$ cat src/rtl/txdma_pkg.sv
package txdma_pkg;
    typedef enum logic [2:0] {
        ST_STOP  = 3'd0,
        ST_FETCH = 3'd1,
        ST_READ  = 3'd3,
        ST_SUSP  = 3'd6,
        ST_CLOSE = 3'd7
    } dma_st_e;

    localparam int OWN_BIT    = 31;
    localparam int CNT_W      = 11;
    localparam int CHAIN_BIT  = 24;
    localparam int RING_BIT   = 25;
    localparam int LAST_BIT   = 30;
    localparam int ES_BIT     = 15;
    localparam int FF_BIT     = 13;
    localparam int START_BIT  = 30;
    localparam int POLL_BIT   = 31;
    localparam int FLUSH_BIT  = 0;
    localparam int DESC_BYTES = 16;
endpackage

$ cat src/rtl/txdma_cmd_dec.sv
module txdma_cmd_dec
    import txdma_pkg::*;
#(
    parameter int CTL_W = 32
) (
    input  logic             ctl_wr,
    input  logic [CTL_W-1:0] ctl_wdata,
    input  dma_st_e          st,
    output logic             start_go,
    output logic             poll_go,
    output logic             flush_go
);
    // Each command is honoured only in the state it applies to.
    always_comb begin
        start_go = ctl_wr && ctl_wdata[START_BIT] && (st == ST_STOP);
        poll_go  = ctl_wr && ctl_wdata[POLL_BIT]  && (st == ST_SUSP);
        flush_go = ctl_wr && ctl_wdata[FLUSH_BIT] && (st == ST_READ);
    end
endmodule

$ cat src/rtl/txdma_next_ptr.sv
module txdma_next_ptr
    import txdma_pkg::*;
#(
    parameter int ADDR_W = 32
) (
    input  logic [ADDR_W-1:0] cur,
    input  logic [ADDR_W-1:0] base,
    input  logic [ADDR_W-1:0] link,
    input  logic              chained,
    input  logic              ring_end,
    output logic [ADDR_W-1:0] nxt
);
    // Chain link wins over end of ring, which wins over the next slot.
    always_comb begin
        if (chained)       nxt = link;
        else if (ring_end) nxt = base;
        else               nxt = cur + ADDR_W'(DESC_BYTES);
    end
endmodule

$ cat src/rtl/txdma_byte_ser.sv
module txdma_byte_ser #(
    parameter int DATA_W = 32,
    parameter int BYTE_W = 8
) (
    input  logic              clk,
    input  logic              rst_n,
    input  logic              load,
    input  logic [DATA_W-1:0] load_word,
    input  logic [$clog2(DATA_W/BYTE_W+1)-1:0] load_n,
    input  logic              load_end,
    input  logic              drop,
    input  logic              tready,
    output logic [BYTE_W-1:0] tdata,
    output logic              tvalid,
    output logic              tlast,
    output logic              busy,
    output logic              final_take
);
    localparam int LANES = DATA_W / BYTE_W;
    localparam int LW    = $clog2(LANES + 1);

    typedef struct packed {
        logic [DATA_W-1:0] word;
        logic [LW-1:0]     cnt;
        logic              fin;
    } ser_s;

    ser_s q, d;
    logic take;

    assign tvalid     = (q.cnt != '0);
    assign tdata      = q.word[BYTE_W-1:0];
    assign tlast      = q.fin && (q.cnt == LW'(1));
    assign busy       = tvalid;
    assign take       = tvalid && tready;
    assign final_take = take && (q.cnt == LW'(1));

    always_comb begin
        d = q;
        if (drop) begin
            d.cnt = '0;
        end else if (load) begin
            d.word = load_word;
            d.cnt  = load_n;
            d.fin  = load_end;
        end else if (take) begin
            d.word = q.word >> BYTE_W;
            d.cnt  = q.cnt - LW'(1);
        end
    end

    always_ff @(posedge clk or negedge rst_n) begin
        if (!rst_n) q <= '0;
        else        q <= d;
    end

    // an offered byte stays put until taken (a flush may withdraw it)
    p_hold_byte_r11: assert property (@(posedge clk) disable iff (!rst_n)
        (tvalid && !tready && !drop) |=> (tvalid && $stable(tdata) && $stable(tlast)));

    // a new word is only loaded once the previous one is fully sent
    p_load_idle_r4: assert property (@(posedge clk) disable iff (!rst_n)
        load |-> !tvalid);
endmodule

$ cat src/rtl/txdma_engine.sv
module txdma_engine
    import txdma_pkg::*;
#(
    parameter int ADDR_W = 32,
    parameter int DATA_W = 32,
    parameter int BYTE_W = 8
) (
    input  logic              clk,
    input  logic              rst_n,
    input  logic              base_wr,
    input  logic [ADDR_W-1:0] base_wdata,
    input  logic              ctl_wr,
    input  logic [DATA_W-1:0] ctl_wdata,
    output logic [2:0]        dma_state,
    output logic              mem_req,
    output logic              mem_we,
    output logic [ADDR_W-1:0] mem_addr,
    output logic [DATA_W-1:0] mem_wdata,
    input  logic              mem_ack,
    input  logic [DATA_W-1:0] mem_rdata,
    output logic [BYTE_W-1:0] tx_tdata,
    output logic              tx_tvalid,
    input  logic              tx_tready,
    output logic              tx_tlast
);
    localparam int LANES = DATA_W / BYTE_W;
    localparam int LW    = $clog2(LANES + 1);
    localparam int WSTEP = DATA_W / 8;

    typedef struct packed {
        dma_st_e           st;
        logic [1:0]        idx;
        logic [ADDR_W-1:0] base;
        logic [ADDR_W-1:0] cur;
        logic [ADDR_W-1:0] bufp;
        logic [ADDR_W-1:0] link;
        logic [CNT_W-1:0]  left;
        logic              chain;
        logic              ring;
        logic              last_seg;
        logic              emit;
        logic              flushed;
    } eng_s;

    eng_s q, d;

    logic              start_go, poll_go, flush_go;
    logic [ADDR_W-1:0] nxt_desc;
    logic              ser_load, ser_drop, ser_busy, ser_final;
    logic [LW-1:0]     nb;
    logic              nb_end;
    logic              done_now, abort;

    txdma_cmd_dec #(.CTL_W(DATA_W)) u_cmd (
        .ctl_wr   (ctl_wr),
        .ctl_wdata(ctl_wdata),
        .st       (q.st),
        .start_go (start_go),
        .poll_go  (poll_go),
        .flush_go (flush_go)
    );

    txdma_next_ptr #(.ADDR_W(ADDR_W)) u_nxt (
        .cur     (q.cur),
        .base    (q.base),
        .link    (q.link),
        .chained (q.chain),
        .ring_end(q.ring),
        .nxt     (nxt_desc)
    );

    txdma_byte_ser #(.DATA_W(DATA_W), .BYTE_W(BYTE_W)) u_ser (
        .clk       (clk),
        .rst_n     (rst_n),
        .load      (ser_load),
        .load_word (mem_rdata),
        .load_n    (nb),
        .load_end  (nb_end),
        .drop      (ser_drop),
        .tready    (tx_tready),
        .tdata     (tx_tdata),
        .tvalid    (tx_tvalid),
        .tlast     (tx_tlast),
        .busy      (ser_busy),
        .final_take(ser_final)
    );

    assign dma_state = q.st;
    assign nb        = (q.left >= CNT_W'(LANES)) ? LW'(LANES) : LW'(q.left);
    assign nb_end    = (q.left <= CNT_W'(LANES)) && q.last_seg;
    // all bytes of this descriptor are delivered now or already
    assign done_now  = q.emit && (q.left == '0) && (ser_final || !ser_busy);

    always_comb begin
        d         = q;
        mem_req   = 1'b0;
        mem_we    = 1'b0;
        mem_addr  = '0;
        mem_wdata = '0;
        ser_load  = 1'b0;
        ser_drop  = 1'b0;
        abort     = 1'b0;
        if (base_wr) d.base = {base_wdata[ADDR_W-1:2], 2'b00};
        case (q.st)
            ST_STOP: if (start_go) begin
                d.st  = ST_FETCH;
                d.cur = q.base;
                d.idx = '0;
            end
            ST_SUSP: if (poll_go) begin
                d.st  = ST_FETCH;
                d.idx = '0;
            end
            ST_FETCH: begin
                mem_req  = 1'b1;
                mem_addr = q.cur + ADDR_W'({q.idx, 2'b00});
                if (mem_ack) begin
                    d.idx = q.idx + 2'd1;
                    case (q.idx)
                        2'd0: if (!mem_rdata[OWN_BIT]) d.st = ST_SUSP;
                        2'd1: begin
                            d.left     = mem_rdata[CNT_W-1:0];
                            d.chain    = mem_rdata[CHAIN_BIT];
                            d.ring     = mem_rdata[RING_BIT];
                            d.last_seg = mem_rdata[LAST_BIT];
                        end
                        2'd2: d.bufp = {mem_rdata[ADDR_W-1:2], 2'b00};
                        default: begin
                            d.link = {mem_rdata[ADDR_W-1:2], 2'b00};
                            d.emit = 1'b0;
                            d.st   = (q.left == '0) ? ST_CLOSE : ST_READ;
                        end
                    endcase
                end
            end
            ST_READ: begin
                if (flush_go && !done_now) begin
                    abort     = 1'b1;
                    ser_drop  = 1'b1;
                    d.flushed = 1'b1;
                    d.st      = ST_CLOSE;
                end else if (!q.emit) begin
                    mem_req  = 1'b1;
                    mem_addr = q.bufp;
                    if (mem_ack) begin
                        ser_load = 1'b1;
                        d.left   = q.left - CNT_W'(nb);
                        d.bufp   = q.bufp + ADDR_W'(WSTEP);
                        d.emit   = 1'b1;
                    end
                end else if (!ser_busy) begin
                    if (q.left == '0) d.st = ST_CLOSE;
                    else              d.emit = 1'b0;
                end
            end
            ST_CLOSE: begin
                mem_req   = 1'b1;
                mem_we    = 1'b1;
                mem_addr  = q.cur;
                mem_wdata[ES_BIT] = q.flushed;
                mem_wdata[FF_BIT] = q.flushed;
                if (mem_ack) begin
                    d.cur     = nxt_desc;
                    d.flushed = 1'b0;
                    d.idx     = '0;
                    d.st      = ST_FETCH;
                end
            end
            default: d.st = ST_STOP;
        endcase
    end

    always_ff @(posedge clk or negedge rst_n) begin
        if (!rst_n) q <= '0;
        else        q <= d;
    end

    // an outstanding request is held until acknowledged
    p_req_hold_r12: assert property (@(posedge clk) disable iff (!rst_n)
        (mem_req && !mem_ack && !abort) |=>
        (mem_req && $stable(mem_addr) && $stable(mem_we) && $stable(mem_wdata)));

    // every write-back hands the descriptor back to software
    p_wb_own_r6: assert property (@(posedge clk) disable iff (!rst_n)
        (mem_req && mem_we) |-> !mem_wdata[OWN_BIT]);

    // flushed flag and error summary always travel together
    p_flush_es_r8: assert property (@(posedge clk) disable iff (!rst_n)
        (mem_req && mem_we) |-> (mem_wdata[ES_BIT] == mem_wdata[FF_BIT]));

    // an unowned word 0 parks the engine
    p_unowned_susp_r3: assert property (@(posedge clk) disable iff (!rst_n)
        (q.st == ST_FETCH && q.idx == 2'd0 && mem_ack && !mem_rdata[OWN_BIT])
        |=> (dma_state == 3'd6));

    // last flag only for a last-segment descriptor
    p_tlast_seg_r5: assert property (@(posedge clk) disable iff (!rst_n)
        (tx_tvalid && tx_tlast) |-> q.last_seg);

    // leaving the stopped state only goes to fetching
    p_stop_exit_r2: assert property (@(posedge clk) disable iff (!rst_n)
        (dma_state == 3'd0) |=> (dma_state == 3'd0 || dma_state == 3'd1));
endmodule

$ cat config.mk
export PLATFORM = sky130hd
export DESIGN_NAME = txdma_engine
export DESIGN_NICKNAME = d
export VERILOG_FILES = /design/src/rtl/txdma_pkg.sv /design/src/rtl/txdma_cmd_dec.sv /design/src/rtl/txdma_next_ptr.sv /design/src/rtl/txdma_byte_ser.sv /design/src/rtl/txdma_engine.sv
export SDC_FILE = /design/constraint.sdc
export NUM_CORES = 1
export LEC_CHECK = 0
export BUFFER_PORTS_ARGS = -buffer_cell sky130_fd_sc_hd__buf_2
export CORE_MARGIN = 3
export CORE_UTILIZATION = 50
export DETAILED_ROUTE_END_ITERATION = 8
export PLACE_DENSITY = 0.72
export SYNTH_ARGS = -nofsm -noshare
export SYNTH_HDL_FRONTEND = slang
export SYNTH_SLANG_ARGS = --single-unit
$ cat constraint.sdc
create_clock -name clk -period 6.64 [get_ports clk]
set_input_delay 0.996 -clock clk [delete_from_list [all_inputs] [get_ports clk]]
set_output_delay 0.996 -clock clk [all_outputs]
set_load 0.01 [all_outputs]
Word level (Yosys, flattened, before mapping)
Cells that the tools add are included.

storage, ports and cells
  flip-flop bits (word level) = 181
  input bits = 102
  word-level logic and storage cells = 145
  output and inout bits = 79

cells by class
  bitwise logic cells = 2
  $add $sub $neg = 6
  reduce and logical (&&, ||, !) cells = 40
  eq/ne operators = 23
  magnitude comparators = 2
  multiplexer cells = 57

operators with widths
  operator                 number
  $mux W32                 11
  $pmux W32 S2             2
  $pmux W32 S3             1
  $mux W79                 1
  $mux W35                 2
  $mux W11                 3
  $add A32 B3 Y32 const B  1
  $add A32 B4 Y32          1
  $add A32 B5 Y32 const B  1
  $mux W3                  8
  $pmux W11 S2             1
  $mux W5                  4
  $ne A2 B2 Y1 const B     10
  $mux W1                  17
  $pmux W3 S5              1
  $mux W14                 1
  $logic_and A1 B1 Y1      13
  $ne A3 B3 Y1 const B     4
  $reduce_and A3 Y1        4
  $reduce_and A6 Y1        2
  $ge A11 B3 Y1 const B    1
  $le A11 B3 Y1 const B    1
  $logic_not A11 Y1        1
  $sub A11 B3 Y11          1
  25 further kinds         38

Logic depth before layout (Yosys ltp)
Gate-level depths: netlist (run 1).

  word-level depth = 11
  depth in mapped cells = 11
  depth with buffers taken out = 8

Modules after synthesis
From an unflattened synthesis (run 1), not the netlist that was laid out.

unflattened totals
  cell total of the unflattened synthesis = 1262
  area total of the unflattened synthesis = 11628.7 um^2

by module, submodules not included
  module          seq. area each (um^2)  times used  area each (um^2)  cells an instance
  txdma_engine    3578.4                 1           8520.7            906
  txdma_byte_ser  900.9                  1           1795.5            163
  txdma_next_ptr  0.0                    1           1256.2            187
  txdma_cmd_dec   0.0                    1           56.3              6

Least setup slack after synthesis (run 1)
No wires, ideal clock.

  kind = flip-flop to output port
  start = register q[144] (netlist bit)
  end = output port mem_addr[26]
  cell stages (with the launch flop) = 9
  slack = 3.483 ns
  data arrival time = 2.161 ns
  data required time = 5.644 ns
  path buffers = 0
  cells stage by stage = dfrtp_1 -> ha_1 -> fa_1 -> and4_1 -> nand2_1 -> nor2_1 -> nand2_1 -> or4_1 -> nand3_1

on the way
  cells in the longest elaborated chain, start to end = 2

RTL lines
  what                    line                 RTL
  from (decl)             txdma_engine.sv:45   eng_s q, d;
  from (signal assigned)  txdma_engine.sv:174  if (!rst_n) q <= '0;
  from (signal assigned)  txdma_engine.sv:175  else q <= d;
  $add A32 B4 Y32         txdma_engine.sv:116  mem_addr = q.cur + ADDR_W'({q.idx, 2'b00});
  $pmux W32 S3            txdma_engine.sv:104  case (q.st)
  to (decl)               txdma_engine.sv:17   output logic [ADDR_W-1:0] mem_addr,

No other way between the ends.

Worst setup path in the final report (run 1)
Ends and elaborated chain as after synthesis.

==> results.md, run 1 <==
* Kind of capture point of the worst setup path: primary output
* Fraction of registers with async set/reset at 1.00
* Run status: completed
* Effective utilization at floorplan at 0.512
* Hold buffers post-CTS at 0
* Setup total negative slack at 0 ns
* Post-cts sizing count at 0
* Endpoints failing hold at 0
* Y dimension of the die at 153 um
* Critical path's most frequent cell: sky130_fd_sc_hd__nand2_1
* Cell at the slowest stage of the critical path: sky130_fd_sc_hd__dfrtp_1
* Router iterations before antenna repair at 6
* Setup repair after global routing missed its margin: false
* Cell chain of the critical path: ha_1, fa_1, and4_1, nand2_1, nor2_1, nand2_1, or4_1, nand3_1, buf_2
* Post-CTS repair timing setup buffer count at 0
* Power per cell area at 463 nW/um^2
* Vias in the first global route at 9,272
* Layout Skew at 0.0103 ns
* Kind of path behind the tightest hold check: reg2reg
* Post-DP HPWL at 23,400 um
* Total wire length at 33,700 um
* Minimum clock period at 4.43 ns
* Total of fill cells in the finished design at 1,925
* Cell area after layout at 11,900 um^2
* Area of the die at 23,400 um^2
* Worst endpoint required time at 5.64 ns
* Residual overflow from global routing at 0
* Total Routing Usage GR at 0.283
* Routed wire length per instance at 21.5 um
* Synth unique cells at 80
* Number of nets at the end of the flow at 1,398
* Site row count at 53
* Number of cells traversed by the worst hold path at 2
* Synthesis Warnings at 0
* Layout cells sized above 1 at 0.189
* Area occupied by registers at 4430 um^2
* Syn_area_per_cell at 8.79 um^2
* Detailed router's first-iteration violation count at 1,297
* Critical path's largest stage delay at 0.56 ns
* Setup crit start kind: flop
* Vias at 10,000
* Achievable Freq at 226 MHz
* Commonest non-fill, non-tap cell in the layout: sky130_fd_sc_hd__dfrtp_1
* Cts bufs inserted at 17
* Antenna cell count at 0
* CTS HTree Levels at 4
* Final Wtd Congestion at 0.909
* Share of the core filled with cells in the final layout at 0.564
* Reported max-cap violation count at 0
* Root buffer cell: sky130_fd_sc_hd__clkbuf_16
* Residual antenna-violating net count after detailed routing at 0
* Final clock period utilization by the worst path at 0.667
* Clock tree from TritonCTS: done
* Synthesized area at 10,800 um^2
* Instance area after placement at 11,300 um^2
* Transition time of the tightest slew-check pin at 1.12 ns
* Core outline area at 21,100 um^2
* Die outline width at 153 um
* Worst-path maximum fanout at 7
* Count of buffers inserted at the top-level ports at 117
* Commonest non-fill, non-tap cells in the layout: 177 x sky130_fd_sc_hd__dfrtp_1, 151 x sky130_fd_sc_hd__nand2_1, 124 x sky130_fd_sc_hd__o21ai_0
* Worst endpoint data arrival time at 3.43 ns
* Commonest register cell after synthesis: sky130_fd_sc_hd__dfrtp_1
* Leakage power summed over all cells at 5.07 nW
* Buffers from clock root to sink, at most at 2
* Clock slew at reported path FFs at 0.07 ns
* Number of synthesized register bits at 177
* Peak VDD IR at 0.215 mV
* Sinks on the clock net at 177
* Fin. max-slew vios at 0
* Avg Vias per Cell at 6.38
* Sequential cell area fraction in the yosys report at 0.411
* Number of DRC violations after detailed routing at 0
* Synthesized netlist cell count at 1,228
* I/O pin cnt at 181
* Relative area change from synthesis to final layout at 10.3%
* Endpoints failing setup at 0
* Clock latency at the later pin of the worst-skew pair at 0.43 ns
* Slew headroom at 0.249
* Power, Total at 5.50 mW
* Worst-case hold slack at 0.480 ns
* Pin count of the biggest net entering global routing at 71
* Area of the multi-input gates at 5710 um^2
* Worst R2R Path Depth at 6
* Count of flip-flops with a built-in enable after synthesis at 0
* Initial antenna violation count at 0
* Crit Path Class: reg2out
* Wire length of the first global-routing pass at 52,300 um
==> synthesized netlist by cell type (4+ instances only) <==
library cell / instances / share of area
sky130_fd_sc_hd__a211oi_1: 4 / 0.0028
sky130_fd_sc_hd__a21oi_1: 98 / 0.045
sky130_fd_sc_hd__a221o_1: 5 / 0.0046
sky130_fd_sc_hd__a221oi_1: 5 / 0.0041
sky130_fd_sc_hd__a22o_1: 9 / 0.0073
sky130_fd_sc_hd__a22oi_1: 11 / 0.0077
sky130_fd_sc_hd__a2bb2oi_1: 4 / 0.0032
sky130_fd_sc_hd__a31oi_1: 21 / 0.012
sky130_fd_sc_hd__a32oi_1: 4 / 0.0032
sky130_fd_sc_hd__and2_1: 11 / 0.0064
sky130_fd_sc_hd__and3_1: 14 / 0.0081
sky130_fd_sc_hd__and4_1: 6 / 0.0049
sky130_fd_sc_hd__buf_1: 7 / 0.0024
sky130_fd_sc_hd__buf_2: 20 / 0.0093
sky130_fd_sc_hd__buf_4: 44 / 0.031
sky130_fd_sc_hd__clkbuf_1: 57 / 0.020
sky130_fd_sc_hd__dfrtp_1: 177 / 0.41
sky130_fd_sc_hd__ha_1: 13 / 0.015
sky130_fd_sc_hd__inv_1: 23 / 0.0080
sky130_fd_sc_hd__mux2_2: 61 / 0.064
sky130_fd_sc_hd__mux2i_1: 27 / 0.025
sky130_fd_sc_hd__nand2_1: 151 / 0.053
sky130_fd_sc_hd__nand2b_1: 11 / 0.0064
sky130_fd_sc_hd__nand3_1: 44 / 0.020
sky130_fd_sc_hd__nand3b_1: 4 / 0.0028
sky130_fd_sc_hd__nand4_1: 11 / 0.0064
sky130_fd_sc_hd__nor2_1: 81 / 0.028
sky130_fd_sc_hd__nor3_1: 23 / 0.011
sky130_fd_sc_hd__nor4_1: 12 / 0.0070
sky130_fd_sc_hd__o211ai_1: 8 / 0.0056
sky130_fd_sc_hd__o21a_1: 5 / 0.0035
sky130_fd_sc_hd__o21ai_0: 124 / 0.058
sky130_fd_sc_hd__o221ai_1: 10 / 0.0081
sky130_fd_sc_hd__o22a_1: 8 / 0.0065
sky130_fd_sc_hd__o22ai_1: 17 / 0.0099
sky130_fd_sc_hd__o2bb2ai_1: 5 / 0.0041
sky130_fd_sc_hd__o311ai_0: 15 / 0.012
sky130_fd_sc_hd__o31ai_1: 4 / 0.0028
sky130_fd_sc_hd__or2_2: 5 / 0.0029
sky130_fd_sc_hd__xnor2_1: 7 / 0.0057
sky130_fd_sc_hd__xor2_1: 5 / 0.0041
==> metrics by stage <==
stage	cells	setup slack (ns)
after global placement	1538	2.79
after detailed placement	1538	2.77
after CTS	1569	2.31
after global routing	1569	2.04
after floorplan	1260	3.48
final	1569	2.21
==> where the power goes <==
group	internal, mW	switching (mW)	leakage [nW]
logic	0.922	1.51	2.55
registers	1.47	0.559	2.23
clock network	0.568	0.471	0.290
total	2.96	2.54	5.07
==> state kept, by name, summed over array words and instances, names as in the netlist <==
name / count
u_ser.q: 28
dma_state: 3
u_ser.tdata: 8
q: 138
==> cell families (layout without fill, tap and decap cells) <==
group	count (synthesis)	in the layout	share of synthesized area
buffers and inverters	155	189	0.0725
adders and majority gates	14	14	0.0169
DFF	177	177	0.411
and+or+nand+nor	395	395	0.177
other	2	34	0.000696
xor gates and xnor gates	12	12	0.00974
muxes	88	88	0.0887
AOI/OAI and AO/OA	385	385	0.224
==> per-layer routing <==
| metal | share of wire | global-route usage | vias to the layer above |
|---|---|---|---|
| met4 | 0.039 | 0.111 | 0 |
| met3 | 0.093 | 0.0512 | 85 |
| met5 | 0 | 0 | - |
| li1 | - | - | 4521 |
| met1 | 0.41 | 0.402 | 4816 |
| met2 | 0.46 | 0.435 | 585 |
==> worst max-delay path, delay by kind of cell (launching register included) <==
family	cells	cell delay, ns
DFF	1	0.56
buffers and inverters	1	0.14
adders and majority gates	2	0.69
and+or+nand+nor	6	1.61
==> path summary, 6_finish.rpt <==
| check | start | endpoint | slack [ns] |
|---|---|---|---|
| max | q[144] | mem_addr[26] | 2.21 |
| min | q[0] | q[0] | 0.48 |
| max reg2reg | dma_state[1] | u_ser.tdata[4] | 3.36 |
| min reg2reg | q[0] | q[0] | 0.48 |
| max in group asynchronous | rst_n | q[54] | 4.88 |
| min in group asynchronous | rst_n | q[138] | 0.57 |
==> area by class of cell <==
type	instances	area share
multi-input cells	928	0.480
clock inverters	14	0.0146
well taps	275	0.0289
inverters	24	0.00757
clock buffers	17	0.0358
repair buffers	134	0.0605
flip-flops and latches	177	0.372
(Power assumes the default switching activity.)
==> run 2, diff against run 1 <==
Settings changed: ABC_AREA from default to 1.
Clock period 6.64 ns to 4.25 ns, I/O delays scaled along.
==> run 2 against run 1 <==
Against the previous run:
- core utilization grew 0.21 points
- total power up 61%
- register-to-register slack got worse by 1.7 ns
- clock power increased by 48%
- combinational power is 77% higher
- synthesized cell count up 30%
- highest routed layer is now met5
- via count rose by 15%
- setup slack got worse by 1.7 ns
- cell count increased by 25%
- clock skew up 0.0078 ns
- routed wire length rose by 19%
- flip-flop and latch count unchanged
==> results.md, run 2 <==
* Setup crit start kind: flop
* Cts bufs inserted at 17
* Synthesized netlist cell count at 1,599
* Worst-path maximum fanout at 8
* Power per cell area at 708 nW/um^2
* Power dissipated by switching net loads at 4.40 mW
* Pin count of the biggest net entering global routing at 76
* Post-CTS repair timing setup buffer count at 0
* Initial antenna violation count at 1
* Final clock period utilization by the worst path at 0.871
* Die outline width at 157 um
* Fin. max-slew vios at 0
* CTS HTree Levels at 4
* Flip-flop count of the largest register after layout at 138
* Number of synthesized register bits at 177
* Synthesized area at 11,400 um^2
* Area of the die at 24,600 um^2
* Synthesis Warnings at 0
* Critical path's most frequent cell: sky130_fd_sc_hd__nand2_1
* Count of buffers inserted at the top-level ports at 117
* Internal power contribution at 4.46 mW
* Peak VDD IR at 0.407 mV
* Wire length of the first global-routing pass at 61,500 um
* Leading area contributor after synthesis: sky130_fd_sc_hd__dfrtp_1
* Clock latency at the later pin of the worst-skew pair at 0.45 ns
* Switching share of power at 0.496
* Clock slew at reported path FFs at 0.08 ns
* Effective utilization at floorplan at 0.514
* Commonest non-fill, non-tap cells in the layout: 411 x sky130_fd_sc_hd__nand2_1, 177 x sky130_fd_sc_hd__dfrtp_1, 170 x sky130_fd_sc_hd__inv_1
* Layout cells sized above 1 at 0.118
* Cell chain of the critical path: ha_1, fa_1, nand2_1, nor2_1, nand2_1, nor2_1, nand2_1, o21ai_0, o221ai_1, buf_2
* Fraction of registers with async set/reset at 1.00
* Total of fill cells in the finished design at 2,174
* Residual antenna-violating net count after detailed routing at 0
* Setup total negative slack at 0 ns
* Leakage power summed over all cells at 6.04 nW
* Synth top area cells: sky130_fd_sc_hd__dfrtp_1 39%, sky130_fd_sc_hd__nand2_1 14%, sky130_fd_sc_hd__o21ai_0 7.3%, sky130_fd_sc_hd__inv_1 5.6%, sky130_fd_sc_hd__nor2_1 4.8%
* Endpoints failing setup at 0
* Root buffer cell: sky130_fd_sc_hd__clkbuf_16
* Vias at 11,500
* Sequential cell area fraction in the yosys report at 0.390
* Y dimension of the die at 157 um
* Relative area change from synthesis to final layout at 10.2%
* Most common cell in the netlist: sky130_fd_sc_hd__nand2_1
* Crit Path Class: reg2out
* Crit. Startpoint: q[144]
* Most flops, register: q
* Worst R2R Path Depth at 10
* Commonest non-fill, non-tap cell in the layout: sky130_fd_sc_hd__nand2_1
* Kind of capture point of the worst setup path: primary output
* Sinks on the clock net at 177
* Cell at the slowest stage of the critical path: sky130_fd_sc_hd__fa_1
* Avg Vias per Cell at 5.83
* Vias in the first global route at 10,700
* Hold buffers post-CTS at 0
* Router iterations before antenna repair at 9
* Transition time of the tightest slew-check pin at 0.930 ns
* Buffers from clock root to sink, at most at 2
* Detailed router's first-iteration violation count at 1,383
* Clock tree from TritonCTS: done
* Count of flip-flops with a built-in enable after synthesis at 0
* Total wire length at 40,200 um
* Routed wire length per instance at 20.4 um
* Worst endpoint required time at 3.61 ns
* Setup repair after global routing missed its margin: false
* Total Routing Usage GR at 0.328
* Reported max-cap violation count at 0
* Kind of path behind the tightest hold check: in2async
* Run status: completed
* Sequential group share of total power at 0.341
* Endpoints failing hold at 0
* Site row count at 54
* Share of power burned in the clock network at 0.174
* Share of the core filled with cells in the final layout at 0.566
* Final Wtd Congestion at 1.04
* Core outline area at 22,100 um^2
* Residual overflow from global routing at 0
* Synth unique cells at 47
* Startpoint of the worst register-to-register path: dma_state[1]
* Commonest register cell after synthesis: sky130_fd_sc_hd__dfrtp_1
* Cell types with the highest counts after synthesis: 411 x sky130_fd_sc_hd__nand2_1, 177 x sky130_fd_sc_hd__dfrtp_1, 170 x sky130_fd_sc_hd__inv_1
* I/O pin cnt at 181
* Slew headroom at 0.378
* Achievable Freq at 270 MHz
* Post-DP HPWL at 30,300 um
* Combinational share of power at 0.485
* Layout Skew at 0.0181 ns
* Minimum clock period at 3.70 ns
* Antenna cell count at 0
* Syn_area_per_cell at 7.10 um^2
* Critical path's largest stage delay at 0.45 ns
* Worst endpoint data arrival time at 3.07 ns
* Post-cts sizing count at 0
* Number of nets at the end of the flow at 1,792
* Area share of the leading cell type in the synthesized netlist at 0.390
* Number of DRC violations after detailed routing at 0
run 2: metal layers:
| layer | GRT usage | routed length, um | up-vias |
|---|---|---|---|
| met3 | 0.0509 | 3160 | 91 |
| met1 | 0.455 | 17000 | 5452 |
| li1 | - | - | 5394 |
| met2 | 0.519 | 18400 | 548 |
| met4 | 0.124 | 1610 | 2 |
| met5 | 0 | 16 | - |
run 2: final cells by class:
type / instances / area, um^2 / area share
clock inverters: 14 / 124 / 0.00990
repair buffers: 138 / 762 / 0.0609
inverters: 176 / 661 / 0.0528
well taps: 280 / 350 / 0.0280
clock buffers: 18 / 429 / 0.0343
flip-flops and latches: 177 / 4430 / 0.354
multi-input cells: 1166 / 5750 / 0.460
run 2: worst paths after layout:
kind / to / slack (ns)
worst max-delay path: mem_addr[18] / 0.55
worst min-delay path: q[133] / 0.20
worst max register to register: q[57] / 1.63
worst min register to register: q[0] / 0.48
max in group asynchronous: q[20] / 3.03
min in group clk: q[119] / 0.40
run 2: through the flow:
step           total power [mW]  area (um^2)  setup WS [ns]  instances  hold WS, ns
2_1_floorplan              5.73        11500           1.74       1631        0.342
3_3_place_gp               7.13        12000           1.15       1937        0.463
3_5_place_dp               7.22        12000           1.10       1937        0.472
4_1_cts                    8.77        12500          0.614       1969        0.267
5_1_grt                    9.47        12500          0.336       1969        0.268
6_report                   8.85        12500          0.547       1969        0.200
run 2: logic make-up (layout without fill, tap and decap cells):
logic type,Yosys count,count (layout),share of synthesized area
compound gates,393,393,0.198
mux,21,21,0.0198
flops,177,177,0.390
other cells,2,34,0.000661
simple gates,689,689,0.250
fa+ha+maj,14,14,0.0161
buf+inv,288,346,0.114
xor+xnor,15,15,0.0116
run 2: power by group through the flow:
stage	sequential [mW]	clock, mW	combinational [mW]
6_report	3.01	1.54	4.30
5_1_grt	3.07	1.62	4.78
4_1_cts	2.98	1.55	4.23
3_5_place_dp	3.01	0	4.21
3_3_place_gp	2.99	0	4.14
2_1_floorplan	2.74	0	2.98
run 2: worst max-delay path, delay by kind of cell (launching register included):
kind	cells	cell delay, ns
AO/OA/AOI/OAI	2	0.35
adder cells (fa/ha/maj)	2	0.66
buffers and inverters	1	0.20
flip-flops	1	0.40
AND/OR/NAND/NOR	5	1.01
==> run 3, diff against run 2 <==
Settings changed: CORE_UTILIZATION 50 to 45, PLACE_DENSITY 0.72 to 0.66.
==> run 3 against run 2 <==
Against the previous run:
- non-clock buffer count down 1
- global-route usage decreased by 2.9 points
- clock power grew 5%
- cell area grew 0.68%
- critical path depth is 1 higher
- setup slack improved by 0.071 ns
- hold slack improved by 0.081 ns
- die area rose by 11%
- combinational power about the same
- clock-buffer cell count increased by 1
- first-iteration DRC count shrank 3.3%
- clock skew down 0.0065 ns
- largest cell class unchanged
==> results.md, run 3 (synthesis results as in run 2) <==
* Achievable Freq at 275 MHz
* Die outline width at 165 um
* Setup total negative slack at 0 ns
* Post-place setup slack at 1.14 ns
* Reported max-cap violation count at 0
* Crit Path Class: reg2out
* Worst endpoint required time at 3.61 ns
* Buffers from clock root to sink, at most at 2
* Area of the multi-input gates at 5750 um^2
* Register-to-register setup slack at 1.10 ns
* Total of fill cells in the finished design at 2,510
* Number of nets at the end of the flow at 1,791
* Final Wtd Congestion at 0.956
* Number of DRC violations after detailed routing at 0
* Startpoint of the worst register-to-register path: dma_state[1]
* Initial antenna violation count at 1
* Commonest non-fill, non-tap cells in the layout: 411 x sky130_fd_sc_hd__nand2_1, 177 x sky130_fd_sc_hd__dfrtp_1, 170 x sky130_fd_sc_hd__inv_1
* Combinational share of power at 0.482
* Power dissipated by switching net loads at 4.43 mW
* Sequential group share of total power at 0.337
* Residual antenna-violating net count after detailed routing at 0
* Effective utilization at floorplan at 0.463
* Share of power burned in the clock network at 0.181
* Sinks on the clock net at 177
* Layout Skew at 0.0116 ns
* Worst endpoint data arrival time at 2.99 ns
* Flip-flop count of the largest register after layout at 138
* Transition time of the tightest slew-check pin at 0.968 ns
* Core outline area at 24,500 um^2
* Setup crit start kind: flop
* Most flops, register: q
* Kind of path behind the tightest hold check: in2async
* Clock latency at the later pin of the worst-skew pair at 0.45 ns
* Area of the die at 27,200 um^2
* Layout cells sized above 1 at 0.118
* Relative area change from synthesis to final layout at 10.9%
* Endpoints failing setup at 0
* Final clock period utilization by the worst path at 0.855
* Site row count at 57
* Worst R2R Path Depth at 8
* Detailed router's first-iteration violation count at 1,337
* Y dimension of the die at 165 um
* Setup repair after global routing missed its margin: false
* Router iterations before antenna repair at 5
* Run status: completed
* Antenna cell count at 0
* CTS HTree Levels at 4
* Vias in the first global route at 10,500
* Worst-case hold slack at 0.281 ns
* Worst-path maximum fanout at 8
* Reg2Reg Capture Point: u_ser.q[19]
* Post-DP HPWL at 30,300 um
* Minimum clock period at 3.63 ns
* Peak VDD IR at 0.412 mV
* Power, Total at 8.92 mW
* Clock slew at reported path FFs at 0.08 ns
* Residual overflow from global routing at 0
* Slew headroom at 0.352
* Root buffer cell: sky130_fd_sc_hd__clkbuf_16
* Cts bufs inserted at 17
* Avg Vias per Cell at 5.65
* Area occupied by registers at 4430 um^2
* Clock tree from TritonCTS: done
* I/O pin cnt at 181
* Fin. max-slew vios at 0
* Routed wire length per instance at 20.1 um
* Total wire length at 40,400 um
* Post-CTS repair timing setup buffer count at 0
* Kind of capture point of the worst setup path: primary output
* Power per cell area at 708 nW/um^2
* Vias at 11,400
* Leakage power summed over all cells at 6.04 nW
* Hold buffers post-CTS at 0
* Switching share of power at 0.497
* Internal power contribution at 4.49 mW
* Pin count of the biggest net entering global routing at 94
* Commonest non-fill, non-tap cell in the layout: sky130_fd_sc_hd__nand2_1
* Wire length of the first global-routing pass at 61,200 um
* Endpoints failing hold at 0
* Post-cts sizing count at 0
* Total Routing Usage GR at 0.299
* Post-route setup slack at 0.618 ns
* Count of buffers inserted at the top-level ports at 117
run 3: cell types whose count changed in the layout (fill, tap and decap cells not counted):
cell,before,now
sky130_fd_sc_hd__inv_6,4,0
sky130_fd_sc_hd__clkinv_2,3,0
sky130_fd_sc_hd__clkinvlp_4,0,3
sky130_fd_sc_hd__inv_8,2,5
sky130_fd_sc_hd__clkbuf_8,0,2
sky130_fd_sc_hd__buf_4,20,19
sky130_fd_sc_hd__clkbuf_1,1,0
sky130_fd_sc_hd__clkinv_4,4,3
sky130_fd_sc_hd__clkinv_8,1,2
run 3: layer usage:
metal,GRT usage,vias to the layer above,wire length [um]
met5,0,-,13
met4,0.106,2,1410
met3,0.0469,83,3010
met2,0.481,514,18500
met1,0.409,5393,17400
li1,-,5383,-
run 3: power groups by stage:
| stage | Sequential, mW | Clock, mW | Combinational, mW |
|---|---|---|---|
| 2_1_floorplan | 2.74 | 0 | 2.98 |
| 3_3_place_gp | 2.99 | 0 | 4.15 |
| 3_5_place_dp | 3.01 | 0 | 4.21 |
| 4_1_cts | 2.98 | 1.62 | 4.23 |
| 5_1_grt | 3.08 | 1.70 | 4.79 |
| 6_report | 3.01 | 1.61 | 4.30 |
run 3: layout make-up:
cell class	count	area share
Timing Repair Buffer	137	0.0599
Sequential cell	177	0.352
Tap cell	324	0.0322
Clock inverter	13	0.0109
Clock buffer	19	0.0360
Inverter	176	0.0525
Multi-Input combinational cell	1166	0.457
run 3: worst max-delay path by stage:
| stage | cells past startpoint | start | to |
|---|---|---|---|
| floorplan | 10 | q[144] | mem_addr[18] |
| global placement | 11 | q[144] | mem_addr[18] |
| detailed placement | 11 | q[144] | mem_addr[18] |
| CTS | 11 | q[144] | mem_addr[18] |
| global route | 11 | q[144] | mem_addr[18] |
| finish | 11 | q[144] | mem_addr[18] |
run 3: critical path, stage by stage, from the launching register on:
cell,delay [ns]
sky130_fd_sc_hd__dfrtp_1,0.40
sky130_fd_sc_hd__ha_1,0.21
sky130_fd_sc_hd__fa_1,0.47
sky130_fd_sc_hd__nand2_1,0.13
sky130_fd_sc_hd__nor2_1,0.16
sky130_fd_sc_hd__nand2_1,0.16
sky130_fd_sc_hd__nor2_1,0.37
sky130_fd_sc_hd__nand2_1,0.12
sky130_fd_sc_hd__a21oi_1,0.13
sky130_fd_sc_hd__o21ai_0,0.10
sky130_fd_sc_hd__o221ai_1,0.11
sky130_fd_sc_hd__buf_2,0.19
run 3: through the flow:
step / utilization / instance area (um^2) / instances
6_report: 0.513 / 12600 / 2012
3_5_place_dp: 0.489 / 12000 / 1980
5_1_grt: 0.513 / 12600 / 2012
2_1_floorplan: - / 11500 / 1631
4_1_cts: 0.513 / 12600 / 2012
3_3_place_gp: 0.489 / 12000 / 1980
